### config.mk
export PLATFORM = sky130hd
export DESIGN_NAME = wave_capture_top
export DESIGN_NICKNAME = d
export VERILOG_FILES = /design/src/rtl/wcap_pkg.sv /design/src/rtl/wcap_mux.sv /design/src/rtl/wcap_decim.sv /design/src/rtl/wcap_reader.sv /design/src/rtl/wave_capture_top.sv
export SDC_FILE = /design/constraint.sdc
export NUM_CORES = 1
export LEC_CHECK = 0
export BUFFER_PORTS_ARGS = -buffer_cell sky130_fd_sc_hd__buf_4
export CAP_MARGIN = 20
export CORE_AREA = 4 4 145 147
export CTS_BUF_LIST = sky130_fd_sc_hd__clkbuf_8 sky130_fd_sc_hd__clkbuf_16
export DETAILED_ROUTE_END_ITERATION = 6
export DIE_AREA = 0 0 149 151
export GPL_TIMING_DRIVEN = 0
export MAX_ROUTING_LAYER = met4
export PLACE_DENSITY = 0.7
export SLEW_MARGIN = 5
export SYNTH_ARGS = -nofsm -noshare
export SYNTH_HDL_FRONTEND = slang
export SYNTH_HIERARCHICAL = 1
export SYNTH_SLANG_ARGS = --single-unit
### constraint.sdc
create_clock -name clk -period 4.4 [get_ports clk]
set_input_delay 0.44 -clock clk [delete_from_list [all_inputs] [get_ports clk]]
set_output_delay 0.44 -clock clk [all_outputs]
set_load 0.02 [all_outputs]
### src/rtl/wcap_pkg.sv
package wcap_pkg;
    localparam int SMP_W    = 24;
    localparam int PHASES   = 3;
    localparam int SOURCES  = 5;
    localparam int RATE_W   = 2;

    typedef enum logic [2:0] {
        SRC_CUR   = 3'd0,
        SRC_VOLT  = 3'd1,
        SRC_ACT   = 3'd2,
        SRC_REACT = 3'd3,
        SRC_APP   = 3'd4
    } src_e;

    typedef struct packed {
        logic             vld;
        logic [SMP_W-1:0] data;
    } samp_t;

    function automatic logic [RATE_W:0] dec_max(input int rw);
        return (RATE_W+1)'((1 << ((1 << rw) - 1)) - 1);
    endfunction
endpackage

### src/rtl/wcap_mux.sv
module wcap_mux
    import wcap_pkg::*;
#(
    parameter int DW  = SMP_W,
    parameter int NPH = PHASES
) (
    input  logic [NPH*DW-1:0] cur_in,
    input  logic [NPH*DW-1:0] volt_in,
    input  logic [NPH*DW-1:0] act_in,
    input  logic [NPH*DW-1:0] react_in,
    input  logic [NPH*DW-1:0] app_in,
    input  logic [2:0]        src_sel,
    input  logic [1:0]        ph_sel,
    output logic              sel_ok,
    output logic [DW-1:0]     sel_data
);
    logic [DW-1:0] lanes [SOURCES][NPH];

    for (genvar p = 0; p < NPH; p++) begin : g_ph
        assign lanes[0][p] = cur_in  [p*DW +: DW];
        assign lanes[1][p] = volt_in [p*DW +: DW];
        assign lanes[2][p] = act_in  [p*DW +: DW];
        assign lanes[3][p] = react_in[p*DW +: DW];
        assign lanes[4][p] = app_in  [p*DW +: DW];
    end

    always_comb begin
        sel_ok   = (32'(src_sel) < SOURCES) && (32'(ph_sel) < NPH);
        sel_data = '0;
        for (int s = 0; s < SOURCES; s++)
            for (int p = 0; p < NPH; p++)
                if (32'(src_sel) == s && 32'(ph_sel) == p)
                    sel_data = lanes[s][p];
    end
endmodule

### src/rtl/wcap_decim.sv
module wcap_decim
    import wcap_pkg::*;
#(
    parameter int RW = RATE_W
) (
    input  logic          clk,
    input  logic          rst,
    input  logic          base_valid,
    input  logic          sel_ok,
    input  logic [RW-1:0] rate_sel,
    output logic          keep
);
    localparam int CW = (1 << RW) - 1;

    logic [CW-1:0] cnt_q;
    logic [CW-1:0] msk;

    always_comb begin
        msk = '0;
        for (int i = 0; i < CW; i++)
            if (i < 32'(rate_sel)) msk[i] = 1'b1;
        keep = base_valid && sel_ok && ((cnt_q & msk) == '0);
    end

    always_ff @(posedge clk) begin
        if (rst)             cnt_q <= '0;
        else if (base_valid) cnt_q <= cnt_q + 1'b1;
    end

    // with a nonzero rate and a steady rate field, kept samples never touch
    a_r3_gap: assert property (@(posedge clk) disable iff (rst)
        (keep && rate_sel != '0) |=> (!keep || rate_sel != $past(rate_sel)));
endmodule

### src/rtl/wcap_reader.sv
module wcap_reader
    import wcap_pkg::*;
#(
    parameter int DW = SMP_W
) (
    input  logic          clk,
    input  logic          rst,
    input  logic          keep,
    input  logic [DW-1:0] keep_data,
    input  logic          rd_strobe,
    output logic          ready,
    output logic [7:0]    rd_byte
);
    localparam int NB   = DW / 8;
    localparam int IW   = $clog2(NB);
    localparam int LAST = NB - 1;

    samp_t         cur_q, pend_q;
    logic [IW-1:0] idx_q;
    logic          rd_fire, last_rd, mid;
    logic [DW-1:0] shifted;

    always_comb begin
        rd_fire = rd_strobe && cur_q.vld;
        last_rd = rd_fire && (32'(idx_q) == LAST);
        mid     = (idx_q != '0) || rd_fire;
        shifted = cur_q.data >> (8 * (LAST - 32'(idx_q)));
        rd_byte = shifted[7:0];
        ready   = cur_q.vld;
    end

    always_ff @(posedge clk) begin
        if (rst) begin
            cur_q  <= '0;
            pend_q <= '0;
            idx_q  <= '0;
        end else if (last_rd) begin
            idx_q      <= '0;
            pend_q.vld <= 1'b0;
            if (keep)            cur_q <= '{vld: 1'b1, data: keep_data};
            else if (pend_q.vld) cur_q <= pend_q;
            else                 cur_q.vld <= 1'b0;
        end else begin
            if (rd_fire) idx_q <= idx_q + 1'b1;
            if (keep) begin
                if (mid) pend_q <= '{vld: 1'b1, data: keep_data};
                else     cur_q  <= '{vld: 1'b1, data: keep_data};
            end
        end
    end

    // final byte with nothing waiting releases the sample
    a_r6_release: assert property (@(posedge clk) disable iff (rst)
        (last_rd && !keep && !pend_q.vld) |=> !cur_q.vld);
    // a sample kept during a read is parked and the read continues
    a_r7_park: assert property (@(posedge clk) disable iff (rst)
        (keep && mid && !last_rd) |=> (pend_q.vld && cur_q.vld));
    // byte index stays within the sample
    a_r5_index: assert property (@(posedge clk) disable iff (rst)
        32'(idx_q) <= LAST);
    // strobes with nothing held leave the read state untouched
    a_r8_idle: assert property (@(posedge clk) disable iff (rst)
        (!cur_q.vld && !keep) |=> (idx_q == '0 && $stable(cur_q.data)));
endmodule

### src/rtl/wave_capture_top.sv
module wave_capture_top
    import wcap_pkg::*;
#(
    parameter int DW  = SMP_W,
    parameter int NPH = PHASES,
    parameter int RW  = RATE_W
) (
    input  logic              clk,
    input  logic              rst,
    input  logic              base_valid,
    input  logic [NPH*DW-1:0] cur_in,
    input  logic [NPH*DW-1:0] volt_in,
    input  logic [NPH*DW-1:0] act_in,
    input  logic [NPH*DW-1:0] react_in,
    input  logic [NPH*DW-1:0] app_in,
    input  logic [2:0]        src_sel,
    input  logic [1:0]        ph_sel,
    input  logic [RW-1:0]     rate_sel,
    input  logic              irq_mask,
    input  logic              rd_strobe,
    output logic              irq_n,
    output logic [7:0]        rd_byte
);
    logic          sel_ok, keep, ready;
    logic [DW-1:0] sel_data;

    wcap_mux #(.DW(DW), .NPH(NPH)) u_mux (
        .cur_in(cur_in), .volt_in(volt_in), .act_in(act_in),
        .react_in(react_in), .app_in(app_in),
        .src_sel(src_sel), .ph_sel(ph_sel),
        .sel_ok(sel_ok), .sel_data(sel_data)
    );

    wcap_decim #(.RW(RW)) u_dec (
        .clk(clk), .rst(rst), .base_valid(base_valid),
        .sel_ok(sel_ok), .rate_sel(rate_sel), .keep(keep)
    );

    wcap_reader #(.DW(DW)) u_rd (
        .clk(clk), .rst(rst), .keep(keep), .keep_data(sel_data),
        .rd_strobe(rd_strobe), .ready(ready), .rd_byte(rd_byte)
    );

    assign irq_n = !(ready && irq_mask);

    // a kept sample with the mask set pulls the request low next cycle
    a_r4_raise: assert property (@(posedge clk) disable iff (rst)
        (keep && irq_mask) |=> (!irq_n || !irq_mask));
    // reserved phase never produces a kept sample
    a_r2_reserved: assert property (@(posedge clk) disable iff (rst)
        (32'(ph_sel) >= NPH) |-> !keep);
endmodule

======== Word-level counts from Yosys, hierarchy flattened ========
Index checks and enable logic that the tools add are counted.
word-level totals
  output and inout bits ................... 9
  bits in registers ....................... 55
  input bits .............................. 372
  word-level logic and storage cells ...... 83
cells by class
  $add $sub $neg .......................... 3
  multiplexer cells ....................... 24
  shifts and indexed selects .............. 1
  reduce and logical (&&, ||, !) cells .... 34
  eq/ne operators ......................... 8
  bitwise gates (word level) .............. 2
  magnitude comparators ................... 5
operators by type and width
  cell                                                count
  2-to-1 mux 24 bit                                   16
  2-to-1 mux 25 bit                                   4
  right shift 24 x 32 -> 8 bit                        1
  logical AND 1 bit                                   21
  == test 3 x 2 -> 1 bit (second input constant)      2
  zero test 3 bit                                     2
  AND reduction 3 bit                                 2
  nonzero test 2 bit                                  3
  == test 2 bit (second input constant)               2
  < comparator 1 x 2 -> 1 bit (first input constant)  2
  2-to-1 mux 1 bit                                    4
  AND reduction 2 bit                                 2
  adder 3 x 1 -> 3 bit (second input constant)        1
  AND 3 bit                                           1
  == test 3 x 1 -> 1 bit (second input constant)      1
  == test 3 bit (second input constant)               1
  < comparator 3 bit (second input constant)          1
  subtractor 2 x 2 -> 3 bit (first input constant)    1
  adder 2 x 1 -> 2 bit (second input constant)        1
  == test 2 x 1 -> 1 bit (second input constant)      1
  zero test 2 bit                                     1
  < comparator 2 bit (first input constant)           1
  < comparator 2 bit (second input constant)          1
  != test 2 x 1 -> 1 bit (second input constant)      1
  4 further kinds                                     4

======== Logic depth before layout (Yosys ltp) ========
Gate-level depths: netlist of the first run.
  word-level depth ........................ 20
  depth in mapped cells ................... 12
  gate-level depth less buffers ........... 7

======== Modules after synthesis ========
Netlist of the first run, hierarchy kept.
modules (own cells, without submodules)
  module            cells an instance  times used  seq. area each (um2)  area each (um2)
  wcap_mux          614                1           0.0                   3947.5
  wcap_reader       279                1           1041.0                2738.9
  wcap_decim        14                 1           60.1                  143.9
  wave_capture_top  1                  1           0.0                   3.8

======== Worst setup path before layout of the first run ========
Ideal clock, no wire load.
  path kind ............................... register -> output
  start point ............................. register u_rd.idx_q[0]
  end point ............................... output port rd_byte[5]
  data required time ...................... 3.960 ns
  cell stages (with the launch flop) ...... 9
  path slack .............................. 1.893 ns
  arrival time ............................ 2.067 ns
  path buffers ............................ 4
  cells stage by stage .................... dfxtp_1 > buf_2 > buf_1 > inv_1 > ha_1 > clkbuf_1 > clkbuf_1 > a22oi_1 > nor2_1
on the way
  cells in the longest elaborated chain, start to end .. 2
RTL lines
  what                          RTL line                text
  start, declared               wcap_reader.sv:19       logic [IW-1:0] idx_q;
  start signal, assigned        wcap_reader.sv:44       if (rd_fire) idx_q <= idx_q + 1'b1;
  subtractor 2 x 2 -> 3 bit     wcap_reader.sv:27       shifted = cur_q.data >> (8 * (LAST - 32'(idx_q)));
  right shift 24 x 32 -> 8 bit  wcap_reader.sv:27
  end, declared                 wave_capture_top.sv:22  output logic [7:0] rd_byte
Every way passes these cells.

======== Final worst setup path of the first run ========
  start point ............................. register u_rd.idx_q[0]
  end point ............................... output port rd_byte[0]
The elaborated chain is that of the path after synthesis.

==> impl_metrics.json, run 1 <==
{
  "grt_antenna_before_repair": 1,
  "fmax_ghz": 0.312,
  "ys_async_sr_fraction": 0,
  "fp.coreArea_um2": 19900,
  "place_area_um2": 10000,
  "drv_slew": 0,
  "cp-end-kind": "output pin",
  "layout_commonest_cell": "buf_4",
  "hold_violations": 0,
  "critPathLaunch": "u_rd/idx_q[0]$_SDFFE_PP0P_",
  "cp-endpoint": "rd_byte[0]",
  "min_period_ns": 3.21,
  "initial_core_util": 0.343,
  "grt_max_degree": 16,
  "fin_nets": 1672,
  "grt_pass1_wl_um": 58000,
  "io_buffers": 379,
  "p_leak_uw": 0.00442,
  "r2r_end": "u_rd/cur_q[19]$_SDFFE_PP0P_",
  "drt-initial-drc-count": 1094,
  "synth_nets": 1284,
  "place_hpwl_um": 34400,
  "track_usage": 0.353,
  "setup_viol": 0,
  "yosysWarningCount": 6,
  "drive_gt1_frac": 0.384,
  "finalClockSkew_ns": 0.00643,
  "firstDrtPassIters": 6,
  "root_buffer": "clkbuf_16",
  "overflow": 0,
  "cts-resized-gates": 0,
  "tightest_slew_ns": 0.919,
  "postLayoutCoreUtil": 0.512,
  "regArea_um2": 1100,
  "ys_seq_area_frac": 0.161,
  "max_slew_margin": 0.384,
  "r2r_start": "u_rd/idx_q[0]$_SDFFE_PP0P_",
  "nFillCells": 2037,
  "viasPerCell": 6.12,
  "holdWs_ns": 0.367,
  "finalCritPeriodShare": 0.729,
  "mostFrequentLayoutCells": "buf_4, nor2_1, a21oi_1",
  "crit_fanout": 10,
  "synth_area_per_cell_um2": 7.53,
  "synth-seq-cells": 55,
  "crit_path_start_kind": "register",
  "fin_setup_tns_ns": 0,
  "clk_path_buf_depth": 2,
  "status": "finished, final reports clean",
  "syn_inst": 908,
  "peakVddDrop_v": 0.000167,
  "min_path_type": "primary input to register",
  "cp_data_arrival_time_ns": 2.77,
  "clock_latency_ns": 0.29,
  "clk_pin_slew_worst_paths_ns": 0.07,
  "met1_usage": 0.429,
  "worst-setup-path-type": "register to output pin",
  "cp.required_ns": 3.96,
  "synth_cell_type_count": 81,
  "busiest_layer": "met2",
  "htreeDepth": 2,
  "dieArea_um2": 22500,
  "ant_nets": 0,
  "cap_violations": 0,
  "synth-main-ff-cell": "dfxtp_1",
  "cts_buffers": 5,
  "regToRegSetupSlack_ns": 1.97,
  "cts_tree": "built",
  "ios": 381,
  "p_per_area_nw_per_um2": 176,
  "final_area_um2": 10200,
  "grt_pass1_vias": 9518,
  "wl_um": 41300,
  "use_met3": 0.0566,
  "syn_area_um2": 6830,
  "vias": 9592,
  "ff2ff_path_depth": 9,
  "synth-edff-count": 0,
  "cts.sinks": 55,
  "multi_input_area_um2": 5180,
  "use_met2": 0.582,
  "rsz0062_at_grt": "no",
  "post_drt_wl_per_cell_um": 26.4,
  "rows": 52,
  "die_y_um": 151,
  "die_width_um": 149,
  "cts_setup_buffers": 0,
  "dp.cells": 1557,
  "cts_hold_buf": 0,
  "gp_congestion": 1.07,
  "drc": 0,
  "fin_cells": 1568,
  "area_growth_syn_to_layout_pct": 49.1
}
[sequential cells by signal, summed over array words and instances (netlist names)]
signal       cells
u_rd/pend_q     25
u_rd/cur_q      24
u_dec/cnt_q      3
u_rd/idx_q       2
u_rd/ready       1
[cell families (layout without fill, tap and decap cells)]
logic type	count (synthesis)	after routing	share of synthesized area
AOI/OAI and AO/OA	379	379	0.393
other	0	1	0
DFF	55	55	0.161
xor gates and xnor gates	1	1	0.00128
buffers and inverters	98	487	0.0802
muxes	69	69	0.103
adders and majority gates	4	4	0.00732
and+or+nand+nor	302	302	0.255
[critical path, stage by stage, from the launching register on]
cell and delay (ns):
dfxtp_1 0.34, buf_2 0.23, buf_1 0.37, inv_1 0.12, ha_1 0.29, clkbuf_1 0.24, clkbuf_1 0.35, nor3b_1 0.10
a21oi_1 0.20, nor2_1 0.06, buf_4 0.16
[cells in the mapped netlist, types with 23 or more instances]
cell,count,area share
nand2b_1,57,0.052
a21oi_1,64,0.047
a211oi_1,53,0.058
o21ai_0,55,0.040
nor2_1,70,0.038
o22ai_1,30,0.027
mux2i_1,60,0.088
nand2_1,52,0.029
nand3_1,23,0.017
buf_2,48,0.035
dfxtp_1,55,0.16
[metal layers]
layer,wire [µm],vias to the layer above,part of all wire
li1,-,4305,-
met1,15800,4533,0.38
met2,19600,612,0.47
met3,3790,142,0.092
met4,2170,0,0.052
met5,0,-,0
[power by group]
part	switching [µW]	total, µW	internal (µW)
combinational	422	832	410
sequential	17.8	543	525
clock	179	420	241
[per-stage QoR]
step	total power, µW	setup slack (ns)
2_1_floorplan	917	1.89
3_3_place_gp	1360	1.19
6_report	1790	1.19
5_1_grt	1860	0.932
3_5_place_dp	1360	1.15
4_1_cts	1770	1.23
[layout make-up]
cell class / count / share of cell area
clock buffer: 7 / 0.0150
timing repair buffer: 381 / 0.281
buffer: 92 / 0.0516
antenna: 1 / 0.000246
multi-input combinational: 755 / 0.509
sequential: 55 / 0.108
tap: 270 / 0.0331
inverter: 6 / 0.00221
clock inverter: 1 / 0.000368
[worst min-delay path by stage]
stage                                           start                     endpoint  slack, ns  cells after the start
after global placement    u_rd/pend_q[3]$_SDFFE_PP0P_  u_rd/pend_q[3]$_SDFFE_PP0P_       0.46                      2
after CTS                                         rst  u_dec/cnt_q[1]$_SDFFE_PP0P_       0.36                      2
after floorplan           u_rd/pend_q[0]$_SDFFE_PP0P_  u_rd/pend_q[0]$_SDFFE_PP0P_       0.45                      2
after detailed placement  u_rd/pend_q[8]$_SDFFE_PP0P_  u_rd/pend_q[8]$_SDFFE_PP0P_       0.46                      2
final                                             rst  u_dec/cnt_q[1]$_SDFFE_PP0P_       0.37                      2
after global routing                              rst  u_dec/cnt_q[2]$_SDFFE_PP0P_       0.37                      2
Note: power is estimated with default switching activity, not from simulation.
==> inputs of run 2 (changes only) <==
PLACE_DENSITY = 0.73   (was 0.7)
clock period = 2.6 ns   (was 4.4 ns; I/O delays follow)
==> run 2 against run 1 <==
- routed wire length rose by 2.0%
- design area is 1.5% higher
- largest cell class unchanged
- sequential power is 69% higher
- register-to-register slack worse by 1.5 ns
- largest power group unchanged
- via count grew 1.3%
- total power grew 76%
- count of clock-buffer cells in the layout decreased by 2
==> impl_metrics.json, run 2 (same netlist as run 1, synthesis figures left out) <==
{
  "status": "finished, final reports clean",
  "max_slew_margin": 0.508,
  "min_period_ns": 2.56,
  "drive_gt1_frac": 0.397,
  "cp.required_ns": 2.78,
  "largest_reg_flops": 25,
  "grt_antenna_before_repair": 0,
  "cap_violations": 0,
  "rsz0062_at_grt": "no",
  "overflow": 0,
  "cp_slowest_cell": "mux2i_1",
  "peakVddDrop_v": 0.000267,
  "fin_nets": 1671,
  "hold_violations": 0,
  "holdCritStartpoint": "rst",
  "path_common_cell": "buf_4",
  "grt_pass1_wl_um": 59200,
  "ff2ff_path_depth": 8,
  "io_buffers": 379,
  "gp_congestion": 1.04,
  "clk_path_buf_depth": 2,
  "root_buffer": "clkbuf_16",
  "cp_data_arrival_time_ns": 2.74,
  "critPathLaunch": "src_sel[0]",
  "cp-endpoint": "u_rd/cur_q[20]$_SDFFE_PP0P_",
  "fp.coreArea_um2": 19900,
  "finalCritPeriodShare": 0.986,
  "viasPerCell": 6.20,
  "grt_max_degree": 19,
  "rows": 52,
  "diodes": 0,
  "initial_core_util": 0.343,
  "setup_viol": 0,
  "mostFrequentLayoutCells": "buf_4, nor2_1, a21oi_1",
  "worst-path-stages": 12,
  "cts_hold_buf": 0,
  "total_power_uw": 3150,
  "fmax_ghz": 0.390,
  "post_drt_wl_per_cell_um": 26.9,
  "ant_nets": 0,
  "drc": 0,
  "grt_pass1_vias": 9668,
  "regMostFlops": "u_rd/pend_q",
  "die_width_um": 149,
  "fin_setup_tns_ns": 0,
  "dieArea_um2": 22500,
  "htreeDepth": 2,
  "p_per_area_nw_per_um2": 305,
  "finalClockSkew_ns": 0.00774,
  "postLayoutCoreUtil": 0.520,
  "tightest_slew_ns": 0.732,
  "cp-end-kind": "register",
  "drt-initial-drc-count": 1256,
  "r2r_start": "u_rd/idx_q[0]$_SDFFE_PP0P_",
  "p_leak_uw": 0.00445,
  "firstDrtPassIters": 6,
  "vias": 9714,
  "cts_tree": "built",
  "crit_buf_inv": 6,
  "layout_commonest_cell": "buf_4",
  "cpPeakStageDelay_ns": 0.35,
  "track_usage": 0.360,
  "min_path_type": "primary input to register",
  "r2r_end": "u_rd/cur_q[20]$_SDFFE_PP0P_",
  "place_hpwl_um": 34900,
  "crit_chain": "buf_2, buf_4, clkbuf_4, buf_4, o21ai_0, and2_1, o211a_4, nand4b_1, buf_4, buf_4, mux2i_1, a211oi_1",
  "fin_cells": 1566,
  "critical_path.top_delay_family": "buffers and inverters",
  "hold_depth": 2,
  "cts_buffers": 5,
  "area_growth_syn_to_layout_pct": 51.4,
  "worst-setup-path-type": "primary input to register",
  "regToRegSetupSlack_ns": 0.44,
  "drv_slew": 0,
  "crit_fanout": 10,
  "crit_path_start_kind": "primary input",
  "die_y_um": 151,
  "ios": 381,
  "dp.cells": 1557,
  "wl_um": 42200,
  "clk_pin_slew_worst_paths_ns": 0.07,
  "cts.sinks": 55,
  "largestRegisters": "u_rd/pend_q: 25 flops, u_rd/cur_q: 24 flops, u_dec/cnt_q: 3 flops",
  "clock_latency_ns": 0.30
}
==> run 2: changes by cell type in the layout (fill, tap and decap cells not counted), moves of 3 or more <==
| cell | before | now |
|---|---|---|
| buf_2 | 49 | 37 |
| clkbuf_4 | 0 | 6 |
| buf_4 | 392 | 397 |
| clkbuf_1 | 20 | 15 |
| buf_6 | 6 | 9 |
| clkbuf_2 | 1 | 4 |
| nor3_4 | 3 | 6 |
==> run 2: worst min-delay path by stage <==
stage                                   endpoint  slack (ns)
finish               u_dec/cnt_q[0]$_SDFFE_PP0P_        0.19
detailed placement   u_rd/pend_q[6]$_SDFFE_PP0P_        0.46
CTS                  u_dec/cnt_q[2]$_SDFFE_PP0P_        0.19
global route         u_dec/cnt_q[2]$_SDFFE_PP0P_        0.20
floorplan            u_dec/cnt_q[2]$_SDFFE_PP0P_        0.33
global placement    u_rd/pend_q[18]$_SDFFE_PP0P_        0.46
==> run 2: what timing repair did <==
item | 4_1_cts | 5_1_grt
gates resized for setup | 10 | 30
buffers inserted | 2 | 2
endpoints found under the setup margin | 30 | 34
pin swaps | 0 | 1
==> run 2: power breakdown <==
group          internal (µW)  switching (µW)
registers                888            30.1
logic                    712             733
clock network            460             331
total                   2060            1090
==> run 2: cell type report <==
cell class                 count  area, µm²
buffer                        89        561
clock buffer                   5        125
clock inverter                 3       47.5
fill                        2066       9560
inverter                       6       22.5
multi-input combinational    755       5280
sequential                    55       1100
tap                          270        338
timing repair buffer         383       2880
==> run 2: metal layers <==
metal | global-route usage | wire length (µm) | vias up
li1 | - | - | 4307
met1 | 0.436 | 15800 | 4556
met2 | 0.603 | 20300 | 709
met3 | 0.0580 | 4040 | 142
met4 | 0.142 | 2010 | 0
met5 | - | 0 | -
==> run 2: through the flow <==
stage               hold slack (ns)  instance area [µm²]  worst slack (ns)
floorplan                     0.329                 6830             0.273
global placement              0.457                10000            -0.537
detailed placement            0.463                10000            -0.589
CTS                           0.190                10200           0.00958
global route                  0.203                10300           0.00279
finish                        0.193                10300            0.0361
